File: config.mk
export PLATFORM = sky130hd
export DESIGN_NAME = burst_splitter
export DESIGN_NICKNAME = d
export VERILOG_FILES = /design/src/rtl/split_pkg.sv /design/src/rtl/split_calc.sv /design/src/rtl/split_ctrl.sv /design/src/rtl/burst_splitter.sv
export SDC_FILE = /design/constraint.sdc
export NUM_CORES = 1
export LEC_CHECK = 0
export ABC_AREA = 1
export BUFFER_PORTS_ARGS = -buffer_cell sky130_fd_sc_hd__buf_4
export CAP_MARGIN = 20
export CORE_MARGIN = 2
export CORE_UTILIZATION = 25
export DETAILED_ROUTE_END_ITERATION = 10
export PLACE_DENSITY = 0.42
export SLEW_MARGIN = 20
export SYNTH_ARGS = -nofsm -noshare
export SYNTH_HDL_FRONTEND = slang
export SYNTH_HIERARCHICAL = 1
export SYNTH_SLANG_ARGS = --single-unit
File: constraint.sdc
create_clock -name clk -period 3.9 [get_ports clk]
set_input_delay 0.195 -clock clk [delete_from_list [all_inputs] [get_ports clk]]
set_output_delay 0.195 -clock clk [all_outputs]
set_load 0.005 [all_outputs]
File: src/rtl/split_pkg.sv
package split_pkg;

    typedef enum logic [1:0] {
        S_IDLE   = 2'd0,
        S_SINGLE = 2'd1,
        S_HEAD   = 2'd2,
        S_TAIL   = 2'd3
    } split_state_t;

endpackage

File: src/rtl/split_calc.sv
module split_calc #(
    parameter int ADDR_W          = 32,
    parameter int MAX_BURST_BYTES = 64,
    parameter int REQ_LEN_W       = 8,
    parameter int CMD_LEN_W       = 7
) (
    input  logic [ADDR_W-1:0]    addr,
    input  logic [REQ_LEN_W-1:0] len,
    output logic                 bad,
    output logic                 crosses,
    output logic [CMD_LEN_W-1:0] head_len,
    output logic [ADDR_W-1:0]    tail_addr,
    output logic [CMD_LEN_W-1:0] tail_len
);
    localparam int OFF_W = $clog2(MAX_BURST_BYTES);
    localparam int HI_W  = ADDR_W - OFF_W;

    logic [OFF_W-1:0]   offset;
    logic [REQ_LEN_W:0] reach;
    logic [HI_W-1:0]    next_hi;

    assign offset  = addr[OFF_W-1:0];
    assign reach   = {1'b0, len} + (REQ_LEN_W+1)'(offset);
    assign bad     = (len == '0) || (len > REQ_LEN_W'(MAX_BURST_BYTES));
    assign crosses = !bad && (reach > (REQ_LEN_W+1)'(MAX_BURST_BYTES));

    assign head_len  = CMD_LEN_W'(MAX_BURST_BYTES) - CMD_LEN_W'(offset);
    assign next_hi   = addr[ADDR_W-1:OFF_W] + HI_W'(1);
    assign tail_addr = {next_hi, {OFF_W{1'b0}}};
    assign tail_len  = CMD_LEN_W'(len) - head_len;
endmodule

File: src/rtl/split_ctrl.sv
module split_ctrl
    import split_pkg::*;
#(
    parameter int ADDR_W    = 32,
    parameter int CH_W      = 3,
    parameter int CMD_LEN_W = 7
) (
    input  logic                 clk,
    input  logic                 rst_n,
    input  logic                 req_valid,
    input  logic [ADDR_W-1:0]    req_addr,
    input  logic [CH_W-1:0]      req_chan,
    input  logic [CMD_LEN_W-1:0] req_len_fit,
    input  logic                 bad,
    input  logic                 crosses,
    input  logic [CMD_LEN_W-1:0] head_len,
    input  logic [ADDR_W-1:0]    tail_addr,
    input  logic [CMD_LEN_W-1:0] tail_len,
    input  logic                 cmd_ready,
    output logic                 req_ready,
    output logic                 req_err,
    output logic                 cmd_valid,
    output logic [ADDR_W-1:0]    cmd_addr,
    output logic [CMD_LEN_W-1:0] cmd_len,
    output logic [CH_W-1:0]      cmd_chan
);
    split_state_t state, state_nx;

    logic                 take;
    logic                 err_q;
    logic [ADDR_W-1:0]    addr_q;
    logic [CMD_LEN_W-1:0] len_q;
    logic [CH_W-1:0]      chan_q;
    logic [ADDR_W-1:0]    rest_addr_q;
    logic [CMD_LEN_W-1:0] rest_len_q;

    assign take = (state == S_IDLE) && req_valid;

    // state register
    always_ff @(posedge clk or negedge rst_n) begin
        if (!rst_n) state <= S_IDLE;
        else        state <= state_nx;
    end

    // transitions
    always_comb begin
        state_nx = state;
        unique case (state)
            S_IDLE: begin
                if (req_valid && !bad) state_nx = crosses ? S_HEAD : S_SINGLE;
            end
            S_SINGLE: if (cmd_ready) state_nx = S_IDLE;
            S_HEAD:   if (cmd_ready) state_nx = S_TAIL;
            S_TAIL:   if (cmd_ready) state_nx = S_IDLE;
            default:  state_nx = S_IDLE;
        endcase
    end

    // outputs
    always_comb begin
        req_ready = 1'b0;
        cmd_valid = 1'b0;
        unique case (state)
            S_IDLE:                   req_ready = 1'b1;
            S_SINGLE, S_HEAD, S_TAIL: cmd_valid = 1'b1;
            default:                  req_ready = 1'b0;
        endcase
    end

    assign req_err  = err_q;
    assign cmd_addr = addr_q;
    assign cmd_len  = len_q;
    assign cmd_chan = chan_q;

    // command and remainder registers
    always_ff @(posedge clk or negedge rst_n) begin
        if (!rst_n) begin
            err_q       <= 1'b0;
            addr_q      <= '0;
            len_q       <= '0;
            chan_q      <= '0;
            rest_addr_q <= '0;
            rest_len_q  <= '0;
        end else begin
            err_q <= take && bad;
            if (take && !bad) begin
                addr_q      <= req_addr;
                len_q       <= crosses ? head_len : req_len_fit;
                chan_q      <= req_chan;
                rest_addr_q <= tail_addr;
                rest_len_q  <= tail_len;
            end else if (state == S_HEAD && cmd_ready) begin
                addr_q <= rest_addr_q;
                len_q  <= rest_len_q;
            end
        end
    end
endmodule

File: src/rtl/burst_splitter.sv
module burst_splitter #(
    parameter int ADDR_W          = 32,
    parameter int MAX_BURST_BYTES = 64,
    parameter int REQ_LEN_W       = 8,
    parameter int CH_W            = 3,
    parameter int ID_W            = 4,
    localparam int CMD_LEN_W      = $clog2(MAX_BURST_BYTES) + 1
) (
    input  logic                 clk,
    input  logic                 rst_n,
    input  logic                 req_valid,
    output logic                 req_ready,
    input  logic [ADDR_W-1:0]    req_addr,
    input  logic [REQ_LEN_W-1:0] req_len,
    input  logic [CH_W-1:0]      req_chan,
    output logic                 req_err,
    output logic                 cmd_valid,
    input  logic                 cmd_ready,
    output logic [ADDR_W-1:0]    cmd_addr,
    output logic [CMD_LEN_W-1:0] cmd_len,
    output logic [ID_W-1:0]      cmd_id
);
    initial begin
        if (MAX_BURST_BYTES < 2 || MAX_BURST_BYTES > 64 ||
            (MAX_BURST_BYTES & (MAX_BURST_BYTES - 1)) != 0)
            $error("MAX_BURST_BYTES must be a power of two from 2 to 64");
        if (REQ_LEN_W < CMD_LEN_W) $error("REQ_LEN_W too narrow");
        if (ID_W < CH_W)           $error("ID_W must hold the channel number");
    end

    logic                 bad, crosses;
    logic [CMD_LEN_W-1:0] head_len, tail_len;
    logic [ADDR_W-1:0]    tail_addr;
    logic [CH_W-1:0]      cmd_chan;

    split_calc #(
        .ADDR_W(ADDR_W), .MAX_BURST_BYTES(MAX_BURST_BYTES),
        .REQ_LEN_W(REQ_LEN_W), .CMD_LEN_W(CMD_LEN_W)
    ) u_calc (
        .addr(req_addr), .len(req_len), .bad(bad), .crosses(crosses),
        .head_len(head_len), .tail_addr(tail_addr), .tail_len(tail_len)
    );

    split_ctrl #(
        .ADDR_W(ADDR_W), .CH_W(CH_W), .CMD_LEN_W(CMD_LEN_W)
    ) u_ctrl (
        .clk(clk), .rst_n(rst_n), .req_valid(req_valid),
        .req_addr(req_addr), .req_chan(req_chan),
        .req_len_fit(req_len[CMD_LEN_W-1:0]),
        .bad(bad), .crosses(crosses), .head_len(head_len),
        .tail_addr(tail_addr), .tail_len(tail_len),
        .cmd_ready(cmd_ready), .req_ready(req_ready), .req_err(req_err),
        .cmd_valid(cmd_valid), .cmd_addr(cmd_addr), .cmd_len(cmd_len),
        .cmd_chan(cmd_chan)
    );

    generate
        if (ID_W > CH_W) begin : g_id_pad
            assign cmd_id = {{(ID_W-CH_W){1'b0}}, cmd_chan};
        end else begin : g_id_exact
            assign cmd_id = cmd_chan;
        end
    endgenerate
endmodule

==> qor.txt <==
status = completed
Cell Chain, Critical Path = buf_4, ha_1, fa_1, nand3_1, nand3_1, nand2_1, nand2_1, inv_1, nand2_1, a21oi_1, clkinv_1, nand2_1, nand2_1, nand3_1, nand2_1, nand2_1, nand2_1
I/O pins = 93
largest net degree at the start of global routing = 65
Area Overhead vs Synth = 23.6%
final hold vios = 0
FMAX = 392 MHz
Die Wd = 146 um
count of pins over their slew limit = 0
Crit path max-delay family = simple AND/OR/NAND/NOR gates
CTS sink count = 84
Clock Latency Late Sink = 0.35 ns
antenna viol nets, final = 0
Reg clk slew, reported paths = 0.06 ns
Seq/Total Area, Yosys = 0.414
placed wire-length estimate = 10,100 um
min Tclk post-route = 2.55 ns
row cnt = 52
slowest CP cell = a21oi_1
port bufs = 91
count of final setup violators = 0
aggregate global-route resource usage = 0.141
routability cong. = 0.770
period utilization = 0.655
crit path buf inv count = 3
EDFF count, synth = 0
Die H = 146 um
Setup Skew = 0.00774 ns
Vias = 4,647
Max Fanout on Critical Path = 9
vias per inst = 4.55
most common cell after layout, fill and taps aside = nand2_1
Avg WL per Cell = 14.3 um
dpl cells = 1,004
reg-to-reg startpoint = u_ctrl/state[0]
top_reg_cell synth = dfrtp_1
number of remaining DRC errors = 0
CTS tree = built
post-synthesis cell area = 5070 um^2
initial antenna violation count = 0
Power per Cell Area = 613 nW/um^2
Worst Max-Slew Pin Slew = 0.846 ns
Critical Setup Path Class = primary input to register
Worst Setup Start Kind = primary input
CP dominant cell by count = nand2_1
initial DRC count = 249
leak pwr = 0.00322 uW
Ant. Diodes = 0
layout cells sized above 1 = 0.189
fill count = 2,155
final net count = 809
Setup TNS Final = 0 ns
worst relative slew slack = 0.435
Worst Hold Launch = cmd_ready
WP data arrival = 2.79 ns
CTS Buf Count = 9
Synth Register Bits = 84
Critical R2R Capture = u_ctrl/cmd_addr[29]
core footprint = 20,100 um^2
1st-pass router iterations = 4
Die ar. = 21,400 um^2
CTS Buffer Depth = 2
fin area = 6270 um^2
Total Wirelength = 14,600 um
first-pass GRT wire length = 24,100 um
Hold Path Depth = 2
grt total ovfl = 0
Syn Inst Count = 673
Mean Syn Cell Area = 7.54 um^2
RSZ-0062 raised after global routing = false
Cell variety after synth = 30
vias in the first global route = 4,776
most frequent cells in the layout = nand2_1 (227), buf_4 (97), nand3_1 (88)
VDD IR-drop max = 0.212 mV
H-tree depth = 3
worst hold path class = primary input to register
R2R cell count = 6
Hold Path Sink = u_ctrl/state[0]
Async S/R FF share, synth = 1.00
Initial Util = 0.252
DP Area = 5920 um^2
Post-CTS Setup Inserts = 0
Layout Cells excl Fill = 1,021
Yosys warning total = 6
slowest cell delay on critical path = 0.46 ns
number of max-cap violations = 0
required time of the critical path = 4.14 ns
tightest hold margin = 0.0434 ns
Setup crit end kind = register
reg2reg setup slack = 1.66 ns
Clock Root Buffer = clkbuf_16
## flip-flops by register name (all words and copies together) (netlist names)
register            cells
u_ctrl/cmd_addr        32
u_ctrl/state            2
u_ctrl/cmd_chan         3
u_ctrl/req_err          1
u_ctrl/cmd_len          7
u_ctrl/rest_addr_q     32
u_ctrl/rest_len_q       7
## repair_timing
item,in CTS,in global routing
hold endpoints to repair,57,0
gates resized for setup,0,0
hold buffers,1,0
## layout make-up
cell class	instances	area [um^2]	area share
well taps	270	338	0.0539
multi-input cells	507	2580	0.412
flip-flops and latches	84	2100	0.335
clock buffers	12	267	0.0425
inverters	46	174	0.0277
clock inverters	4	70.1	0.0112
repair buffers	98	738	0.118
## cell families after synthesis
logic type      after synthesis  synth area share
buf+inv                      87            0.0804
other cells                   2           0.00148
xor+xnor                     32            0.0553
simple gates                393             0.347
flops                        84             0.414
compound gates               59            0.0594
fa+ha+maj                    16            0.0424
## stage by stage
step / total power (uW) / util / worst slack [ns]
floorplan: 2270 / - / 1.83
global placement: 2890 / 0.295 / 1.10
detailed placement: 2910 / 0.295 / 0.938
CTS: 3910 / 0.312 / 1.30
global route: 4160 / 0.312 / 1.06
finish: 3840 / 0.312 / 1.35
## synth_stat cells (all sizes together), types with 13 or more instances
library cell  count  area, um^2
nor2             40         168
inv              44         165
dfrtp            84        2100
nand4            16         100
nand2           231         877
o21ai            27         135
ha               14         175
buf              37         219
xor2             19         166
a21oi            31         155
nand3            98         541
xnor2            13         114
## where the power goes
part	switching [uW]	internal [uW]	total [uW]
clock	360	612	971
combinational	777	613	1390
sequential	207	1270	1480
## routing by layer
layer | part of all wire | wire length (um) | global-route usage | vias to the layer above
li1 | - | - | - | 2298
met2 | 0.48 | 7060 | 0.240 | 95
met4 | 0.015 | 216 | 0.0485 | 0
met3 | 0.042 | 609 | 0.0244 | 15
met5 | 0 | 0 | 0 | -
met1 | 0.46 | 6690 | 0.180 | 2239
## how the worst max path moves through the flow
stage	endpoint	from	cells after the start
final	u_ctrl/cmd_len[2]	req_addr[0]	17
after global routing	u_ctrl/cmd_len[1]	req_addr[0]	19
after CTS	u_ctrl/cmd_len[2]	req_addr[0]	19
after detailed placement	u_ctrl/cmd_len[2]	req_addr[0]	19
after global placement	u_ctrl/cmd_len[2]	req_addr[0]	19
after floorplan	u_ctrl/cmd_len[0]	req_addr[0]	19
No activity file was read; power rests on OpenSTA's default activity.
